==> src/rtl/refmon_pkg.sv <==
package refmon_pkg;

  // Selection policy derived from the force and revertive controls
  typedef enum logic [1:0] {
    PICK_AUTO_HOLD = 2'd0,
    PICK_AUTO_BEST = 2'd1,
    PICK_FORCED    = 2'd2
  } pick_mode_t;

  // True when cnt lies within exp +/- tol, evaluated without underflow
  function automatic logic in_band(input logic [16:0] cnt,
                                   input logic [16:0] exp,
                                   input logic [16:0] tol);
    logic [17:0] up;
    logic [17:0] dn;
    up = {1'b0, exp} + {1'b0, tol};
    dn = {1'b0, cnt} + {1'b0, tol};
    return (dn >= {1'b0, exp}) && ({1'b0, cnt} <= up);
  endfunction

endpackage

==> src/rtl/refmon_sync.sv <==
module refmon_sync #(
  parameter int N = 12
) (
  input  logic         clk,
  input  logic         rst_n,
  input  logic [N-1:0] async_i,
  output logic [N-1:0] rise_o
);
  logic [N-1:0] st1, st2, st3;

  always_ff @(posedge clk) begin
    if (!rst_n) begin
      st1 <= '0;
      st2 <= '0;
      st3 <= '0;
    end else begin
      st1 <= async_i;
      st2 <= st1;
      st3 <= st2;
    end
  end

  assign rise_o = st2 & ~st3;
endmodule

==> src/rtl/refmon_chan.sv <==
module refmon_chan #(
  parameter int CW = 8,
  parameter int IW = 8,
  parameter int GW = 3
) (
  input  logic          clk,
  input  logic          rst_n,
  input  logic          rise_i,
  input  logic          los_i,
  input  logic          gate_end_i,
  input  logic [IW-1:0] act_limit_i,
  input  logic [CW-1:0] exp_i,
  input  logic [CW-1:0] tol_i,
  input  logic [GW-1:0] need_i,
  output logic          qual_o
);
  import refmon_pkg::*;

  localparam logic [IW-1:0] IDLE_MAX = {IW{1'b1}};
  localparam logic [CW-1:0] CNT_MAX  = {CW{1'b1}};
  localparam logic [GW-1:0] GOOD_MAX = {GW{1'b1}};

  logic [IW-1:0] idle_q;
  logic [CW-1:0] ecnt_q;
  logic [GW-1:0] good_q;
  logic          clean_q;
  logic          qual_q;

  logic          inactive;
  logic          fault;
  logic [CW:0]   cnt_fin;
  logic          freq_ok;
  logic          pass;
  logic [GW:0]   good_inc;

  assign inactive = (idle_q >= act_limit_i);
  assign fault    = inactive | los_i;
  assign cnt_fin  = {1'b0, ecnt_q} + {{CW{1'b0}}, rise_i};
  assign freq_ok  = in_band(17'(cnt_fin), 17'(exp_i), 17'(tol_i));
  assign pass     = clean_q & ~fault & freq_ok;
  assign good_inc = {1'b0, good_q} + 1'b1;

  // Edge-free cycle counter for the activity check
  always_ff @(posedge clk) begin
    if (!rst_n)              idle_q <= '0;
    else if (rise_i)         idle_q <= '0;
    else if (idle_q != IDLE_MAX) idle_q <= idle_q + 1'b1;
  end

  // Edge counter over the gate window
  always_ff @(posedge clk) begin
    if (!rst_n)                  ecnt_q <= '0;
    else if (gate_end_i)         ecnt_q <= '0;
    else if (rise_i && ecnt_q != CNT_MAX) ecnt_q <= ecnt_q + 1'b1;
  end

  // Window cleanliness and requalification hysteresis
  always_ff @(posedge clk) begin
    if (!rst_n) begin
      clean_q <= 1'b1;
      good_q  <= '0;
      qual_q  <= 1'b0;
    end else if (gate_end_i) begin
      clean_q <= 1'b1;
      if (pass) begin
        good_q <= (good_q == GOOD_MAX) ? good_q : good_inc[GW-1:0];
        if (good_inc >= {1'b0, need_i}) qual_q <= 1'b1;
      end else begin
        good_q <= '0;
        qual_q <= 1'b0;
      end
    end else if (fault) begin
      clean_q <= 1'b0;
      qual_q  <= 1'b0;
    end
  end

  assign qual_o = qual_q;
endmodule

==> src/rtl/refmon_sel.sv <==
module refmon_sel #(
  parameter int NREF = 12,
  parameter int PW   = 4,
  parameter int IDXW = 4
) (
  input  logic               clk,
  input  logic               rst_n,
  input  logic [NREF-1:0]    qual_i,
  input  logic [NREF*PW-1:0] prio_i,
  input  logic               force_en_i,
  input  logic [IDXW-1:0]    force_idx_i,
  input  logic               revertive_i,
  output logic [IDXW-1:0]    sel_idx_o,
  output logic               sel_none_o,
  output logic               sel_chg_o
);
  import refmon_pkg::*;

  logic [IDXW-1:0] sel_q;
  logic            none_q;
  logic            chg_q;

  logic            best_found;
  logic [IDXW-1:0] best_idx;
  logic [PW-1:0]   best_p;
  logic [PW-1:0]   cur_p;
  logic            keep_cur;
  pick_mode_t      mode;
  logic [IDXW-1:0] nxt_idx;
  logic            nxt_none;

  // Best candidate: smallest non-zero priority, lower index on ties
  always_comb begin
    best_found = 1'b0;
    best_idx   = '0;
    best_p     = '1;
    for (int i = 0; i < NREF; i++) begin
      if (qual_i[i] && prio_i[i*PW +: PW] != '0 &&
          (!best_found || prio_i[i*PW +: PW] < best_p)) begin
        best_found = 1'b1;
        best_idx   = IDXW'(i);
        best_p     = prio_i[i*PW +: PW];
      end
    end
  end

  always_comb begin
    cur_p = '0;
    for (int i = 0; i < NREF; i++)
      if (sel_q == IDXW'(i)) cur_p = prio_i[i*PW +: PW];
  end

  assign keep_cur = ~none_q & qual_i[sel_q] & (cur_p != '0);
  assign mode = force_en_i  ? PICK_FORCED :
                revertive_i ? PICK_AUTO_BEST : PICK_AUTO_HOLD;

  always_comb begin
    nxt_idx  = sel_q;
    nxt_none = 1'b0;
    case (mode)
      PICK_FORCED: nxt_idx = force_idx_i;
      PICK_AUTO_HOLD: begin
        if (keep_cur)        nxt_idx  = sel_q;
        else if (best_found) nxt_idx  = best_idx;
        else                 nxt_none = 1'b1;
      end
      default: begin
        if (best_found) nxt_idx  = best_idx;
        else            nxt_none = 1'b1;
      end
    endcase
  end

  always_ff @(posedge clk) begin
    if (!rst_n) begin
      sel_q  <= '0;
      none_q <= 1'b1;
      chg_q  <= 1'b0;
    end else begin
      sel_q  <= nxt_idx;
      none_q <= nxt_none;
      chg_q  <= (nxt_idx != sel_q) | (nxt_none != none_q);
    end
  end

  assign sel_idx_o  = sel_q;
  assign sel_none_o = none_q;
  assign sel_chg_o  = chg_q;
endmodule

==> src/rtl/refmon_top.sv <==
module refmon_top #(
  parameter int NREF     = 12,
  parameter int NLOS     = 4,
  parameter int CW       = 8,
  parameter int IW       = 8,
  parameter int GW       = 3,
  parameter int PW       = 4,
  parameter int GATE_CYC = 64,
  localparam int IDXW    = $clog2(NREF),
  localparam int GCW     = $clog2(GATE_CYC)
) (
  input  logic                 clk,
  input  logic                 rst_n,
  input  logic [NREF-1:0]      ref_in,
  input  logic [NLOS-1:0]      los_pin,
  input  logic [NLOS-1:0]      los_en,
  input  logic [NLOS*IDXW-1:0] los_map,
  input  logic [IW-1:0]        act_limit,
  input  logic [NREF*CW-1:0]   exp_cnt,
  input  logic [CW-1:0]        freq_tol,
  input  logic [GW-1:0]        requal_win,
  input  logic [NREF*PW-1:0]   prio,
  input  logic                 force_en,
  input  logic [IDXW-1:0]      force_idx,
  input  logic                 revertive,
  output logic [NREF-1:0]      qual_o,
  output logic [IDXW-1:0]      sel_idx_o,
  output logic                 sel_none_o,
  output logic                 sel_chg_o
);
  localparam logic [GCW-1:0] GATE_LAST = GCW'(GATE_CYC - 1);

  logic [GCW-1:0]  gcnt_q;
  logic            gate_end;
  logic [NREF-1:0] rise;
  logic [NREF-1:0] los_hit;
  logic [GW-1:0]   need;

  // Shared gate window for all frequency monitors
  always_ff @(posedge clk) begin
    if (!rst_n)        gcnt_q <= '0;
    else if (gate_end) gcnt_q <= '0;
    else               gcnt_q <= gcnt_q + 1'b1;
  end
  assign gate_end = (gcnt_q == GATE_LAST);

  assign need = (requal_win == '0) ? GW'(1) : requal_win;

  refmon_sync #(.N(NREF)) u_sync (
    .clk     (clk),
    .rst_n   (rst_n),
    .async_i (ref_in),
    .rise_o  (rise)
  );

  // Steer each enabled loss-of-signal pin onto its target reference
  for (genvar i = 0; i < NREF; i++) begin : g_los
    logic [NLOS-1:0] hit_v;
    for (genvar j = 0; j < NLOS; j++) begin : g_pin
      assign hit_v[j] = los_en[j] & los_pin[j] &
                        (los_map[j*IDXW +: IDXW] == IDXW'(i));
    end
    assign los_hit[i] = |hit_v;
  end

  for (genvar i = 0; i < NREF; i++) begin : g_chan
    refmon_chan #(.CW(CW), .IW(IW), .GW(GW)) u_chan (
      .clk         (clk),
      .rst_n       (rst_n),
      .rise_i      (rise[i]),
      .los_i       (los_hit[i]),
      .gate_end_i  (gate_end),
      .act_limit_i (act_limit),
      .exp_i       (exp_cnt[i*CW +: CW]),
      .tol_i       (freq_tol),
      .need_i      (need),
      .qual_o      (qual_o[i])
    );
  end

  refmon_sel #(.NREF(NREF), .PW(PW), .IDXW(IDXW)) u_sel (
    .clk         (clk),
    .rst_n       (rst_n),
    .qual_i      (qual_o),
    .prio_i      (prio),
    .force_en_i  (force_en),
    .force_idx_i (force_idx),
    .revertive_i (revertive),
    .sel_idx_o   (sel_idx_o),
    .sel_none_o  (sel_none_o),
    .sel_chg_o   (sel_chg_o)
  );
endmodule

==> config.mk <==
export PLATFORM = sky130hd
export DESIGN_NAME = refmon_top
export DESIGN_NICKNAME = d
export VERILOG_FILES = /design/src/rtl/refmon_pkg.sv /design/src/rtl/refmon_sync.sv /design/src/rtl/refmon_chan.sv /design/src/rtl/refmon_sel.sv /design/src/rtl/refmon_top.sv
export SDC_FILE = /design/constraint.sdc
export NUM_CORES = 2
export LEC_CHECK = 0
export ABC_AREA = 1
export BUFFER_PORTS_ARGS = -buffer_cell sky130_fd_sc_hd__buf_2
export CAP_MARGIN = 5
export CORE_ASPECT_RATIO = 1.5
export CORE_MARGIN = 10
export CORE_UTILIZATION = 63
export CTS_BUF_LIST = sky130_fd_sc_hd__clkbuf_16
export CTS_CLUSTER_SIZE = 24
export DETAILED_ROUTE_END_ITERATION = 16
export PLACE_DENSITY = 0.95
export SYNTH_ARGS = -nofsm -noshare
export SYNTH_HDL_FRONTEND = slang
export SYNTH_SLANG_ARGS = --single-unit
==> constraint.sdc <==
create_clock -name clk -period 14.9 [get_ports clk]
set_input_delay 0.745 -clock clk [delete_from_list [all_inputs] [get_ports clk]]
set_output_delay 0.745 -clock clk [all_outputs]
set_load 0.1 [all_outputs]
==> metrics.txt <==
# TYPE chip_impl_metric gauge
chip_impl_metric{name="timing_worst_slew_pin_value",unit="ps"} 1080
chip_impl_metric{name="detail_route.vias_per_cell",unit=""} 5.72
chip_impl_metric{name="final.setup_skew",unit="ps"} 20.4
chip_impl_info{name="cts-root-buf",value="sky130_fd_sc_hd__clkbuf_16"} 1
chip_impl_metric{name="worst_ep_arrival_time",unit="ps"} 12560
chip_impl_info{name="cts_tree",value="done"} 1
chip_impl_metric{name="critical_path_required",unit="ps"} 15390
chip_impl_metric{name="grt_overflow_total",unit=""} 0
chip_impl_metric{name="drt_drc_violations_left",unit=""} 0
chip_impl_metric{name="max_freq",unit="MHz"} 82.8
chip_impl_metric{name="final-setup-viol-count",unit=""} 0
chip_impl_info{name="min-delay-path-class",value="in2reg"} 1
chip_impl_metric{name="port_buffers",unit=""} 224
chip_impl_metric{name="dr_total_vias",unit=""} 31072
chip_impl_metric{name="max_cap_violations",unit=""} 0
chip_impl_metric{name="layout-area-overhead-vs-synth",unit="%"} 9.29
chip_impl_info{name="crit_path_end_kind",value="flop"} 1
chip_impl_metric{name="clockPowerShare",unit="%"} 35.0
chip_impl_info{name="post-synth-top-area-cell",value="sky130_fd_sc_hd__ha_1"} 1
chip_impl_metric{name="floorplan.initialDensity",unit="%"} 63.6
chip_impl_metric{name="synth-seq-area-share",unit="%"} 19.0
chip_impl_metric{name="wire_per_inst",unit="um"} 16.4
chip_impl_metric{name="clockBufferDepth",unit=""} 3
chip_impl_metric{name="power.internal",unit="uW"} 1500
chip_impl_metric{name="postSynthCellCount",unit=""} 4500
chip_impl_metric{name="clock_insertion_delay_worst_skew",unit="ps"} 600
chip_impl_metric{name="synthesis.nets",unit=""} 5347
chip_impl_metric{name="ant_nets",unit=""} 0
chip_impl_metric{name="finalCritPeriodShare",unit="%"} 81.0
chip_impl_info{name="synth_ff_type",value="sky130_fd_sc_hd__dfxtp_1"} 1
chip_impl_metric{name="leakagePower",unit="uW"} 0.0185
chip_impl_metric{name="yosys_register_bits",unit=""} 300
chip_impl_metric{name="number_of_antenna_violations_at_the_first_check_in_global_routing",unit=""} 12
chip_impl_metric{name="power_frac_comb",unit="%"} 27.7
chip_impl_info{name="ys_top_cells_by_area",value="sky130_fd_sc_hd__ha_1 (24%), sky130_fd_sc_hd__dfxtp_1 (19%), sky130_fd_sc_hd__inv_1 (9.8%), sky130_fd_sc_hd__nand2_1 (8.7%), sky130_fd_sc_hd__a21oi_1 (6.1%)"} 1
chip_impl_metric{name="post_cts.repair.setup_buffers",unit=""} 0
chip_impl_info{name="critical_path.most_common_cell",value="sky130_fd_sc_hd__nand2_4"} 1
chip_impl_info{name="critical_path_class",value="reg2reg"} 1
chip_impl_metric{name="switching_share",unit="%"} 33.5
chip_impl_metric{name="power-per-cell-area",unit="nW/um^2"} 65.3
chip_impl_metric{name="syn_avg_cell_area",unit="um^2"} 7.02
chip_impl_metric{name="first_pass_grt_wire_length",unit="um"} 144000
chip_impl_info{name="critPathTopFamily",value="simple AND/OR/NAND/NOR gates"} 1
chip_impl_metric{name="drtPass1Iterations",unit=""} 6
chip_impl_metric{name="post_synth_instance_area",unit="um^2"} 31600
chip_impl_metric{name="filler_cell_count",unit=""} 3946
chip_impl_metric{name="die_height",unit="um"} 294
chip_impl_metric{name="final_nets",unit=""} 5584
chip_impl_metric{name="final.min_clock_period",unit="ps"} 12080
chip_impl_metric{name="detailedRoute.firstIterationViolations",unit=""} 1728
chip_impl_metric{name="p_sw",unit="uW"} 755
chip_impl_metric{name="seq_power_share",unit="%"} 37.3
chip_impl_metric{name="coreArea",unit="um^2"} 49700
chip_impl_metric{name="post_synth_num_cell_types",unit=""} 53
chip_impl_metric{name="path_clk_slew",unit="ps"} 70
chip_impl_metric{name="synth_async_sr_flop_share",unit="%"} 0
chip_impl_metric{name="via_count_of_the_first_global_routing_pass",unit=""} 31258
chip_impl_metric{name="gr-usage-all-layers",unit="%"} 28.8
chip_impl_metric{name="cts-resized-gates",unit=""} 0
chip_impl_metric{name="ys_warn_count",unit=""} 0
chip_impl_metric{name="ioPinCount",unit=""} 225
chip_impl_metric{name="grt_max_degree",unit=""} 85
chip_impl_metric{name="final_max_slew_viol_count",unit=""} 0
chip_impl_info{name="slowest_stage",value="sky130_fd_sc_hd__dfxtp_1"} 1
chip_impl_metric{name="floorplan.die_area",unit="um^2"} 59700
chip_impl_metric{name="num_rows",unit=""} 100
chip_impl_metric{name="max_stage_delay",unit="ps"} 460
chip_impl_metric{name="routed_wire_length",unit="um"} 89200
chip_impl_metric{name="cts.sink_count",unit=""} 300
chip_impl_metric{name="post_route_cells_drive_above_1_share",unit="%"} 7.52
chip_impl_metric{name="postCtsHoldBufs",unit=""} 0
chip_impl_metric{name="detailed_place_hpwl",unit="um"} 69700
chip_impl_metric{name="total_power",unit="uW"} 2250
chip_impl_metric{name="synth-edff-count",unit=""} 0
chip_impl_metric{name="die_width",unit="um"} 203
chip_impl_metric{name="slew-limit-headroom",unit="%"} 27.3
chip_impl_metric{name="totalNegativeSetupSlack",unit="ps"} 0
chip_impl_metric{name="worstPathBufferInverterCount",unit=""} 17
chip_impl_info{name="most_instantiated_cells_after_synthesis",value="sky130_fd_sc_hd__inv_1 (823), sky130_fd_sc_hd__nand2_1 (729), sky130_fd_sc_hd__ha_1 (616), sky130_fd_sc_hd__a21oi_1 (382), sky130_fd_sc_hd__nor2_1 (358)"} 1
chip_impl_metric{name="gp_congestion",unit=""} 0.979
chip_impl_metric{name="h-tree-depth",unit=""} 1
chip_impl_info{name="synth_most_common_cell",value="sky130_fd_sc_hd__inv_1"} 1
chip_impl_metric{name="cts_inserted_buffers",unit=""} 29
chip_impl_metric{name="cp_max_fo",unit=""} 10
chip_impl_info{name="worstSetupStartpointType",value="flop"} 1
chip_impl_metric{name="vdd_ir_drop_max",unit="V"} 0.000100
chip_impl_metric{name="post-synth-top-area-fraction",unit="%"} 24.4
chip_impl_info{name="unrepaired_setup_endpoints_after_global_routing",value="false"} 1
chip_impl_metric{name="hold_viol",unit=""} 0
chip_impl_info{name="status",value="finished clean"} 1
cell usage in the layout, fill, tap and decap left out, drive strengths merged, types with 17 or more instances in the layout:
cell type  count
a21boi        22
a211oi        23
ha           616
a21oi        382
fa            24
o2111ai       20
xor2         171
nor3          72
nand4         37
buf          247
nor4          24
o21bai        50
o21a          34
clkbuf        29
inv          835
dfxtp        300
nor2         358
nand3        235
xnor2         75
a221oi        17
o21ai        260
nand2        771
kinds of logic after synthesis:
group | count (synthesis) | share of synthesized area [%]
buffers and inverters | 872 | 10.5
XOR/XNOR | 246 | 6.82
AND/OR/NAND/NOR | 1536 | 21.0
flip-flops | 300 | 19.0
adder cells (fa/ha/maj) | 640 | 25.9
AO/OA/AOI/OAI | 906 | 16.7
layer usage:
layer	track usage, %	wire length (um)	up-vias
met5	0	0	-
li1	-	-	15461
met4	20.4	6670	0
met3	4.40	5460	383
met1	28.9	32500	14201
met2	53.4	44600	1027
flip-flops by register name (all words and copies together), names as in the netlist:
register,flops
u_sel.sel_chg_o,1
u_sync.st3,12
g_chan.u_chan.ecnt_q,96
u_sync.st2,12
u_sel.sel_idx_o,4
g_chan.u_chan.qual_o,12
g_chan.u_chan.clean_q,12
gcnt_q,6
g_chan.u_chan.good_q,36
g_chan.u_chan.idle_q,96
u_sel.sel_none_o,1
u_sync.st1,12
final cells by class:
class,count,area (um^2),area share (%)
diodes,12,30.0,0.0870
flip-flops and latches,300,6010,17.4
clock inverters,24,251,0.728
clock buffers,29,726,2.10
multi-input cells,3328,22300,64.5
well taps,663,830,2.40
repair buffers,247,1290,3.75
inverters,831,3120,9.04
through the flow:
step                worst slack (ps)  instance area [um^2]  cells  hold WS, ps  utilization [%]
finish                          2820                 34500   5434          335             69.5
global route                    1160                 34500   5434          337             69.5
CTS                             2760                 34500   5422          323             69.5
detailed placement              2270                 33500   5369          400             67.5
global placement                2330                 33500   5369          398             67.5
floorplan                       3960                 31600   4500          390                -
final timing paths:
check,startpoint,endpoint,slack (ps),depth (start not counted)
worst max register to register,g_chan[0].u_chan.qual_o,u_sel.sel_chg_o,2820,93
worst min-delay path,ref_in[2],u_sync.st1[2],330,3
worst max-delay path,g_chan[0].u_chan.qual_o,u_sel.sel_chg_o,2820,93
worst min register to register,u_sync.st1[0],u_sync.st2[0],410,2
worst reg2reg max path: cells and delay by family (launching register included):
| kind | cells | cell delay [ps] |
|---|---|---|
| and+or+nand+nor | 45 | 3700 |
| adders and majority gates | 11 | 3240 |
| AOI/OAI and AO/OA | 20 | 3620 |
| DFF | 1 | 460 |
| buffers and inverters | 17 | 950 |
power by group through the flow:
stage | Clock, uW | Combinational, uW | Sequential, uW
after global placement | 0 | 583 | 857
after floorplan | 0 | 413 | 863
after detailed placement | 0 | 611 | 858
final | 789 | 625 | 840
after global routing | 822 | 707 | 842
after CTS | 789 | 618 | 840
Power figures use the tool's default switching activity.
